File: config.mk
export PLATFORM = sky130hd
export DESIGN_NAME = tlb_xlate
export DESIGN_NICKNAME = d
export VERILOG_FILES = /design/src/rtl/tlb_pkg.sv /design/src/rtl/tlb_match.sv /design/src/rtl/tlb_repl.sv /design/src/rtl/tlb_xlate.sv
export SDC_FILE = /design/constraint.sdc
export NUM_CORES = 2
export LEC_CHECK = 0
export BUFFER_PORTS_ARGS = -buffer_cell sky130_fd_sc_hd__buf_2
export CORE_ASPECT_RATIO = 0.8
export CORE_MARGIN = 8
export CORE_UTILIZATION = 40
export DETAILED_ROUTE_END_ITERATION = 12
export GPL_TIMING_DRIVEN = 0
export PLACE_DENSITY = 0.55
export SLEW_MARGIN = 10
export SYNTH_ARGS = -nofsm -noshare
export SYNTH_HDL_FRONTEND = slang
export SYNTH_SLANG_ARGS = --single-unit
File: constraint.sdc
create_clock -name clk -period 5.95 [get_ports clk]
set_input_delay 0.595 -clock clk [delete_from_list [all_inputs] [get_ports clk]]
set_output_delay 0.595 -clock clk [all_outputs]
set_load 0.01 [all_outputs]
File: src/rtl/tlb_pkg.sv
`timescale 1ns/1ps
package tlb_pkg;

  typedef enum logic [0:0] {
    WALK_IDLE = 1'b0,
    WALK_BUSY = 1'b1
  } walk_st_e;

  // True when a hit changes the entry flags away from the table copy.
  function automatic logic hit_raises_flags(input logic dirty_now,
                                            input logic ref_now,
                                            input logic is_store);
    return (is_store & ~dirty_now) | ~ref_now;
  endfunction

endpackage

File: src/rtl/tlb_match.sv
`timescale 1ns/1ps
module tlb_match #(
  parameter int ENTRIES = 16,
  parameter int VPN_W   = 20
) (
  input  logic [ENTRIES-1:0]          valid_i,
  input  logic [VPN_W-1:0]            tags_i [ENTRIES],
  input  logic [VPN_W-1:0]            vpn_i,
  output logic [ENTRIES-1:0]          hit_vec_o,
  output logic                        hit_any_o,
  output logic [$clog2(ENTRIES)-1:0]  hit_idx_o
);
  localparam int IDX_W = $clog2(ENTRIES);

  for (genvar g = 0; g < ENTRIES; g++) begin : g_cmp
    assign hit_vec_o[g] = valid_i[g] && (tags_i[g] == vpn_i);
  end

  assign hit_any_o = |hit_vec_o;

  always_comb begin
    hit_idx_o = '0;
    for (int i = 0; i < ENTRIES; i++) begin
      if (hit_vec_o[i]) hit_idx_o = hit_idx_o | IDX_W'(i);
    end
  end
endmodule

File: src/rtl/tlb_repl.sv
`timescale 1ns/1ps
module tlb_repl #(
  parameter int ENTRIES = 16
) (
  input  logic                       clk,
  input  logic                       rst_n,
  input  logic [ENTRIES-1:0]         valid_i,
  input  logic                       touch_a_en_i,
  input  logic [$clog2(ENTRIES)-1:0] touch_a_idx_i,
  input  logic                       touch_b_en_i,
  input  logic [$clog2(ENTRIES)-1:0] touch_b_idx_i,
  output logic [$clog2(ENTRIES)-1:0] victim_o
);
  localparam int IDX_W = $clog2(ENTRIES);
  localparam int NODES = ENTRIES - 1;

  logic [NODES-1:0] tree_q;
  logic [NODES-1:0] tree_d;
  logic [IDX_W-1:0] tree_pick;
  logic [IDX_W-1:0] free_pick;
  logic             free_any;

  // Steer every node on the path away from idx (bit 0 = left half).
  function automatic logic [NODES-1:0] tree_touch(input logic [NODES-1:0] t,
                                                  input logic [IDX_W-1:0] idx);
    int node;
    logic b;
    node = 1;
    for (int l = 0; l < IDX_W; l++) begin
      b = idx[IDX_W-1-l];
      t[node-1] = ~b;
      node = 2 * node + (b ? 1 : 0);
    end
    return t;
  endfunction

  function automatic logic [IDX_W-1:0] tree_leaf(input logic [NODES-1:0] t);
    int node;
    logic b;
    logic [IDX_W-1:0] v;
    node = 1;
    v = '0;
    for (int l = 0; l < IDX_W; l++) begin
      b = t[node-1];
      v[IDX_W-1-l] = b;
      node = 2 * node + (b ? 1 : 0);
    end
    return v;
  endfunction

  always_comb begin
    free_any  = 1'b0;
    free_pick = '0;
    for (int i = ENTRIES - 1; i >= 0; i--) begin
      if (!valid_i[i]) begin
        free_any  = 1'b1;
        free_pick = IDX_W'(i);
      end
    end
  end

  assign tree_pick = tree_leaf(tree_q);
  assign victim_o  = free_any ? free_pick : tree_pick;

  always_comb begin
    tree_d = tree_q;
    if (touch_a_en_i) tree_d = tree_touch(tree_d, touch_a_idx_i);
    if (touch_b_en_i) tree_d = tree_touch(tree_d, touch_b_idx_i);
  end

  always_ff @(posedge clk or negedge rst_n) begin
    if (!rst_n) tree_q <= '0;
    else        tree_q <= tree_d;
  end
endmodule

File: src/rtl/tlb_xlate.sv
`timescale 1ns/1ps
module tlb_xlate
  import tlb_pkg::*;
#(
  parameter int VA_W    = 32,
  parameter int OFS_W   = 12,
  parameter int PPN_W   = 18,
  parameter int ENTRIES = 16
) (
  input  logic                    clk,
  input  logic                    rst_n,
  input  logic                    flush_i,
  input  logic                    req_valid_i,
  input  logic [VA_W-1:0]         req_vaddr_i,
  input  logic                    req_store_i,
  output logic                    resp_hit_o,
  output logic [PPN_W+OFS_W-1:0]  resp_paddr_o,
  output logic                    walk_req_o,
  output logic [VA_W-OFS_W-1:0]   walk_vpn_o,
  input  logic                    walk_done_i,
  input  logic                    walk_present_i,
  input  logic [PPN_W-1:0]        walk_ppn_i,
  input  logic                    walk_dirty_i,
  input  logic                    walk_ref_i,
  output logic                    fault_o,
  output logic                    wb_valid_o,
  output logic [VA_W-OFS_W-1:0]   wb_vpn_o,
  output logic [PPN_W-1:0]        wb_ppn_o,
  output logic                    wb_dirty_o,
  output logic                    wb_ref_o
);
  localparam int VPN_W = VA_W - OFS_W;
  localparam int PA_W  = PPN_W + OFS_W;
  localparam int IDX_W = $clog2(ENTRIES);

  function automatic logic [PA_W-1:0] form_paddr(input logic [PPN_W-1:0] ppn,
                                                 input logic [OFS_W-1:0] ofs);
    return {ppn, ofs};
  endfunction

  // Entry storage
  logic [ENTRIES-1:0] ent_valid;
  logic [ENTRIES-1:0] ent_dirty;
  logic [ENTRIES-1:0] ent_ref;
  logic [ENTRIES-1:0] ent_stale;
  logic [VPN_W-1:0]   ent_tag [ENTRIES];
  logic [PPN_W-1:0]   ent_ppn [ENTRIES];

  logic [VPN_W-1:0]   req_vpn;
  logic [OFS_W-1:0]   req_ofs;
  logic [ENTRIES-1:0] hit_vec;
  logic               match_any;
  logic [IDX_W-1:0]   hit_idx;
  logic [IDX_W-1:0]   victim_idx;
  walk_st_e           st_q;

  // Named internal events
  logic lookup_hit;
  logic miss_start;
  logic walk_busy;
  logic walk_accept;
  logic do_install;
  logic do_fault;
  logic evict_news;

  assign req_vpn = req_vaddr_i[VA_W-1:OFS_W];
  assign req_ofs = req_vaddr_i[OFS_W-1:0];

  tlb_match #(.ENTRIES(ENTRIES), .VPN_W(VPN_W)) u_match (
    .valid_i   (ent_valid),
    .tags_i    (ent_tag),
    .vpn_i     (req_vpn),
    .hit_vec_o (hit_vec),
    .hit_any_o (match_any),
    .hit_idx_o (hit_idx)
  );

  assign walk_busy   = (st_q == WALK_BUSY);
  assign lookup_hit  = req_valid_i && match_any && !flush_i;
  assign miss_start  = req_valid_i && !match_any && !flush_i && !walk_busy;
  assign walk_accept = walk_busy && walk_done_i && !flush_i;
  assign do_install  = walk_accept && walk_present_i;
  assign do_fault    = walk_accept && !walk_present_i;
  assign evict_news  = do_install && ent_valid[victim_idx] && ent_stale[victim_idx];

  tlb_repl #(.ENTRIES(ENTRIES)) u_repl (
    .clk           (clk),
    .rst_n         (rst_n),
    .valid_i       (ent_valid),
    .touch_a_en_i  (lookup_hit),
    .touch_a_idx_i (hit_idx),
    .touch_b_en_i  (do_install),
    .touch_b_idx_i (victim_idx),
    .victim_o      (victim_idx)
  );

  assign resp_hit_o   = lookup_hit;
  assign resp_paddr_o = form_paddr(ent_ppn[hit_idx], req_ofs);

  // Entry update: flush, then install, then hit bookkeeping.
  always_ff @(posedge clk or negedge rst_n) begin
    if (!rst_n) begin
      ent_valid <= '0;
      ent_dirty <= '0;
      ent_ref   <= '0;
      ent_stale <= '0;
      for (int i = 0; i < ENTRIES; i++) begin
        ent_tag[i] <= '0;
        ent_ppn[i] <= '0;
      end
    end else begin
      for (int i = 0; i < ENTRIES; i++) begin
        if (flush_i) begin
          ent_valid[i] <= 1'b0;
          ent_stale[i] <= 1'b0;
        end else if (do_install && (victim_idx == IDX_W'(i))) begin
          ent_valid[i] <= 1'b1;
          ent_tag[i]   <= walk_vpn_o;
          ent_ppn[i]   <= walk_ppn_i;
          ent_dirty[i] <= walk_dirty_i;
          ent_ref[i]   <= walk_ref_i;
          ent_stale[i] <= 1'b0;
        end else if (lookup_hit && hit_vec[i]) begin
          ent_dirty[i] <= ent_dirty[i] | req_store_i;
          ent_ref[i]   <= 1'b1;
          ent_stale[i] <= ent_stale[i] |
                          hit_raises_flags(ent_dirty[i], ent_ref[i], req_store_i);
        end
      end
    end
  end

  // Walk sequencing and registered pulses
  always_ff @(posedge clk or negedge rst_n) begin
    if (!rst_n) begin
      st_q       <= WALK_IDLE;
      walk_req_o <= 1'b0;
      walk_vpn_o <= '0;
      fault_o    <= 1'b0;
      wb_valid_o <= 1'b0;
      wb_vpn_o   <= '0;
      wb_ppn_o   <= '0;
      wb_dirty_o <= 1'b0;
      wb_ref_o   <= 1'b0;
    end else begin
      walk_req_o <= 1'b0;
      fault_o    <= do_fault;
      wb_valid_o <= evict_news;
      if (evict_news) begin
        wb_vpn_o   <= ent_tag[victim_idx];
        wb_ppn_o   <= ent_ppn[victim_idx];
        wb_dirty_o <= ent_dirty[victim_idx];
        wb_ref_o   <= ent_ref[victim_idx];
      end
      case (st_q)
        WALK_IDLE: begin
          if (miss_start) begin
            st_q       <= WALK_BUSY;
            walk_req_o <= 1'b1;
            walk_vpn_o <= req_vpn;
          end
        end
        WALK_BUSY: begin
          if (flush_i || walk_done_i) st_q <= WALK_IDLE;
        end
        default: st_q <= WALK_IDLE;
      endcase
    end
  end
endmodule

* Yosys cells after proc, flatten, opt, wreduce, memory -nomap -nowiden
Cells that the tools add are included.
** Storage, ports and cells
- Register bits :: 751
- Output and inout port bits :: 94
- Word-level logic and storage cells :: 687
** Cells by class
- $add $sub $neg :: 18
- Magnitude comparators :: 18
- Eq/ne operators :: 31
- Muxes and demuxes :: 251
- Bitwise gates (word level) :: 108
- Reduce and logical (&&, ||, !) cells :: 154
** Operators with widths (number)
- 20-bit equality test :: 16
- 32-bit by 6-bit < comparator with 1-bit output (second input constant) :: 9
- 32-bit by 2-bit subtractor with 32-bit output (second input constant) :: 9
- 32-bit adder :: 6
- 32-bit by 1-bit >= comparator with 1-bit output (second input constant) :: 6
- 1-bit 2-to-1 mux :: 189
- 18-bit binary-select mux with 4-bit select :: 2
- 4-bit 2-to-1 mux :: 25
- 3-bit by 32-bit adder with 32-bit output (first input constant) :: 3
- 15-bit bitwise mux :: 6
- 20-bit binary-select mux with 4-bit select :: 1
- 18-bit 2-to-1 mux :: 4
- 2-bit AND reduction :: 33
- 2-bit nonzero test :: 33
- 1-bit logical AND :: 65
- 1-bit OR :: 48
- 3-bit nonzero test :: 16
- 1-bit inverter :: 42
- 20-bit 2-to-1 mux :: 2
- 4-bit equality test (second input constant) :: 8
- 15-bit 2-to-1 mux :: 2
- 1-bit binary-select mux with 4-bit select :: 7
- 1-bit demux with 4-bit select :: 6
- 1-bit AND :: 16
- other kinds (13) :: 26

* Longest topological paths before layout
- Word-level depth :: 32
- Gate-level depth with buffers :: 18

* By module
A second synthesis with hierarchy kept.
** Second synthesis, totals
- Cell total of the unflattened synthesis :: 2842
- Area total of the unflattened synthesis :: 40750.3 µm²
** By module, submodules not included
- tlb_xlate :: times used 1, cells each 2123, area each 34901.0 µm², sequential area each 18417.7 µm²
- tlb_match :: times used 1, cells each 496, area each 4110.2 µm², sequential area each 0.0 µm²
- tlb_repl :: times used 1, cells each 223, area each 1739.2 µm², sequential area each 375.4 µm²

* Least setup slack after synthesis
OpenSTA, ideal clock, no wires.
- Path kind :: input -> register
- Start :: in req_vaddr_i[17]
- End :: reg u_repl.tree_q[11]
- Setup time :: 0.125 ns
- Data arrival time :: 3.958 ns
- Setup slack :: 1.867 ns
- Stages :: 17
- Buffers on the path :: 5
- Cells stage by stage :: buf_2 buf_2 xor2_1 nor4_1 nand3_1 or4_1 nand3_1 or3b_2 buf_2 inv_1 clkbuf_1 ha_1 clkbuf_1 a21oi_1 nand2_1 mux2_2 mux2_2
** On the way
- Cells in the longest elaborated chain, start to end :: 29
- Elaborated cells between the ends (all ways) :: 85
** RTL lines
- start, declared :: line tlb_xlate.sv:14 : input logic [VA_W-1:0] req_vaddr_i,
- branches (longest 24 deep; another with 3-bit by 32-bit adder with 32-bit output)
- 15-bit 2-to-1 mux (*) :: line tlb_repl.sv:67 : if (touch_a_en_i) tree_d = tree_touch(tree_d, touch_a_idx_i);
- 15-bit bitwise mux (3 in series) :: line tlb_repl.sv:31 : t[node-1] = ~b;
- 15-bit 2-to-1 mux (*) :: line tlb_repl.sv:68 : if (touch_b_en_i) tree_d = tree_touch(tree_d, touch_b_idx_i);
- net u_repl.tree_d[11] :: line tlb_repl.sv:18 : logic [NODES-1:0] tree_d;
- end signal, assigned :: line tlb_repl.sv:73 : else tree_q <= tree_d;
- end, declared :: line tlb_repl.sv:17 : logic [NODES-1:0] tree_q;
Mark *: on every way through the listed nets, which the timed path passes. The select of a mux whose other input is x is not followed.
A chain may end at the register's enable or synchronous reset.

* Final worst setup path
- Start :: reg ent_valid[2]
- End :: reg wb_vpn_o[17]
** On the way
- Cells in the longest elaborated chain, start to end :: 8
- Elaborated cells between the ends (all ways) :: 17
** RTL lines
- start, declared :: line tlb_xlate.sv:42 : logic [ENTRIES-1:0] ent_valid;
- start signal, assigned :: line tlb_xlate.sv:103 : ent_valid <= '0;
- start signal, assigned by index :: line tlb_xlate.sv:114 : ent_valid[i] <= 1'b0;
- start signal, assigned by index :: line tlb_xlate.sv:117 : ent_valid[i] <= 1'b1;
- 4-bit 2-to-1 mux or 1-bit 2-to-1 mux (tied branches) (3 in series) :: line tlb_repl.sv:55 : if (!valid_i[i]) begin
- 4-bit 2-to-1 mux :: line tlb_repl.sv:63 : assign victim_o = free_any ? free_pick : tree_pick;
- 4-bit inverter with 5-bit output (not written as such) or 1-bit binary-select mux with 4-bit select (tied branches) :: line tlb_xlate.sv:150, tlb_xlate.sv:84
- 20-bit binary-select mux with 4-bit select or 1-bit 2-to-1 mux (tied branches) :: line tlb_xlate.sv:150, tlb_xlate.sv:84
- 20-bit 2-to-1 mux (not written as such) or 1-bit logical AND (tied branches) (2 in series) :: line tlb_xlate.sv:150, tlb_xlate.sv:84
- end signal, assigned :: line tlb_xlate.sv:150 : wb_vpn_o <= ent_tag[victim_idx];
- end, declared :: line tlb_xlate.sv:27 : output logic [VA_W-OFS_W-1:0] wb_vpn_o,
Parallel ways exist; a longest one is shown, timed or not. The select of a mux whose other input is x is not followed.

==> flow_summary.yaml <==
drt:
  dr.max_layer_used: "met5"
  totalWireLength_um: 204000
  viasPerCell: 6.46
  wl_met3_um: 30300
  drt-pass1-iter-count: 8
  wl_met2_um: 76700
  wl_per_cell_um: 35.3
  drtIter0Drc: 5708
  drtAntennaViolNets: 0
  wl_met1_um: 87100
  drc_errors: 0
  num_vias: 37400
die:
  die_w_um: 380
  dieArea_um2: 117000
  rows: 106
  pin_count: 153
  initial_utilization_pct: 40.4
  core_area_um2: 105000
  die_h_um: 307
finish:
  area_growth_pct: 14.4
  mostFrequentLayoutCells: "dfrtp_1 (751), mux2_2 (692), nand2_1 (617)"
  drive_above_1_share_pct: 29.3
  final_common_cell: "dfrtp_1"
  seq_area_um2: 18800
  multi_input_area_um2: 22100
  layout.nets: 4379
  fill_cells: 9986
  postLayoutCoreUtil_pct: 46.2
pwr:
  p_int_mw: 8.97
  p_leak_nw: 22.4
  seq_power_share_pct: 42.9
  p_per_area_nw_per_um2: 264
  pwr-share-clk_pct: 43.2
  p_switching_mw: 3.80
  irDropWorstVdd_mv: 0.210
  swShare_pct: 29.7
  p_comb_share_pct: 13.8
  total_power_mw: 12.8
sta:
  setup_tns_ps: -515
  clock_skew_ps: 38.5
  drv_slew: 0
  rsz0062_at_grt: "false"
  max_freq_mhz: 162
  worst_slew_pin_slew_ps: 1400
  layout_setup_ws_ps: -240
  hold_viol_final: 0
  holdWs_ps: 75.9
  final-setup-viol-count: 7
  min_period_ps: 6190
  relSlewSlack_pct: 6.87
  min_period_over_period_pct: 104
clocking:
  cts-root-buf: "clkbuf_16"
  cts.sink_count: 751
  worstSkewPairLatency_ps: 720
  clock_path_buffers: 3
  cts_buffers: 85
  htreeDepth: 3
  cts_tree: "yes"
  clk_pin_slew_ps: 50
grt:
  overflow: 0
  antenna_found_initial: 25
  grt_usage_pct: 33.6
  grt_max_degree: 107
  grt_pass1_vias: 34900
  grt_pass1_wl_um: 281000
critical_path:
  critPathTopFamily: "buffers and inverters"
  cpPeakStageDelay_ps: 1010
  cp_data_required_time_ps: 6520
  crit_arrival_ps: 6760
  crit_path_top_delay_cell: "clkbuf_1"
  criticalPathCategory: "reg2reg"
  crit_fanout: 10
  worst_path_most_repeated_cell: "clkbuf_1"
  crit_buf_inv: 5
  cp_cell_sequence: "clkbuf_1 -> a21oi_1 -> a31oi_1 -> o21a_1 -> clkbuf_1 -> buf_2 -> clkbuf_1 -> clkbuf_1 -> a32oi_1 -> a21oi_1 -> nand2_1 -> mux2_2"
  end_kind: "register"
  crit_path_start_kind: "register"
synthesis:
  synth-seq-cells: 751
  synth_top_family_by_area: "multiplexers"
  synth-simple-area-share_pct: 12.3
  ys.flop_type: "dfrtp_1"
  synth.distinct_cells: 69
  async_flop_share_pct: 100
  synth_edf_count: 0
  netlist_area_um2: 42300
  synth_nets: 4139
  seq_area_frac_synth_pct: 44.4
  yosys_warnings: 0
  synth_compound_area_share_pct: 10.3
  yosys-mux-area-fraction_pct: 21.9
  yosys.area.top_type: "dfrtp_1"
  syn_avg_cell_area_um2: 10.4
  synth_fa_ha_area_share_pct: 0.414
  synthXorXnorAreaFrac_pct: 6.68
  yosys-top-cells-area: "dfrtp_1 (44%), mux2_2 (18%), nand2_1 (5.5%)"
  yosysTopAreaCellShare_pct: 44.4
  synthCells: 4066
run_status:
  violations: "negative setup slack"
  status: "complete, but fails checks"
hold_path:
  hold_class: "in2reg"
run:
  cap_violations: 0
placed_design:
  routabilityCongestion: 1.06
  port-buffer-count: 118
  hpwl_um: 151000
==> repair_timing <==
action	in CTS	in global routing
endpoints found under the hold margin	59	0
hold buffers	1	0
gates resized for setup	41	61
pin swaps	4	6
buffers inserted	8	8
setup endpoints to repair	32	50
==> logic make-up after synthesis <==
kind of cell	count (synthesis)
compound gates	675
xor+xnor	322
simple gates	1103
buf+inv	375
fa+ha+maj	14
flops	751
mux	826
==> synthesized netlist by cell type (all sizes together) (20+ instances only) <==
library cell / count
nor4: 45
and3: 44
buf: 181
nand2: 617
a32oi: 114
mux2i: 99
a211oi: 20
a221oi: 24
o22ai: 42
nand4: 131
a21o: 21
xor2: 69
a22oi: 36
inv: 20
clkbuf: 173
xnor2: 253
mux2: 726
nand3: 90
nor3: 46
dfrtp: 751
o21ai: 70
o211ai: 22
a21oi: 267
nor2: 52
==> flip-flops by register name (all words and copies together) (netlist names) <==
name / count
wb_valid_o: 1
st_q: 1
ent_valid: 16
walk_req_o: 1
wb_vpn_o: 20
ent_stale: 16
ent_ref: 16
ent_dirty: 16
wb_dirty_o: 1
fault_o: 1
u_repl.tree_q: 15
ent_ppn: 288
ent_tag: 320
wb_ref_o: 1
walk_vpn_o: 20
wb_ppn_o: 18
==> power groups by stage <==
stage          clock, mW  sequential (mW)  combinational, mW
4_1_cts             5.56             5.47               1.70
5_1_grt             5.76             5.50               1.83
3_3_place_gp           0             5.56               1.67
6_report            5.52             5.49               1.76
2_1_floorplan          0             5.49              0.860
3_5_place_dp           0             5.57               1.69
==> metal layers <==
metal | up-vias | GRT usage (%)
met5 | - | 0.535
met4 | 20 | 13.3
met3 | 472 | 14.5
met2 | 2682 | 43.1
met1 | 19000 | 48.6
li1 | 15200 | -
==> layout make-up <==
| class | count | share of cell area (%) |
|---|---|---|
| Timing Repair Buffer | 153 | 2.35 |
| Multi-Input combinational cell | 2940 | 45.6 |
| Clock buffer | 119 | 4.99 |
| Buffer | 354 | 3.53 |
| Tap cell | 1404 | 3.63 |
| Inverter | 21 | 0.163 |
| Antenna cell | 9 | 0.0465 |
| Sequential cell | 751 | 38.8 |
| Clock inverter | 34 | 0.866 |
==> worst reg2reg max path: cells and delay by family (launching register included) <==
family                 cells  cell delay, ps
AO/OA/AOI/OAI              5            1460
buffers and inverters      5            3780
AND/OR/NAND/NOR            1             200
flip-flops                 1             330
multiplexers               1             300
==> worst paths after layout <==
| kind | from | end | slack (ps) | depth (start not counted) |
|---|---|---|---|---|
| min reg2reg | wb_vpn_o[13] | wb_vpn_o[13] | 480 | 1 |
| max | ent_valid[2] | wb_vpn_o[17] | -240 | 12 |
| min in group asynchronous | rst_n | walk_req_o | 430 | 2 |
| min | walk_present_i | fault_o | 80 | 2 |
| max reg2reg | ent_valid[2] | wb_vpn_o[17] | -240 | 12 |
| max in group asynchronous | rst_n | wb_ppn_o[9] | 3590 | 5 |
==> per-stage QoR <==
| stage | area [µm²] | worst slack [ps] | std cells |
|---|---|---|---|
| 2_1_floorplan | 42300 | 1870 | 4066 |
| 3_3_place_gp | 44700 | -12850 | 5588 |
| 3_5_place_dp | 45100 | -792 | 5606 |
| 4_1_cts | 48200 | 4.25 | 5768 |
| 5_1_grt | 48400 | 17.7 | 5776 |
| 6_report | 48400 | -240 | 5785 |
Power figures use the tool's default switching activity.
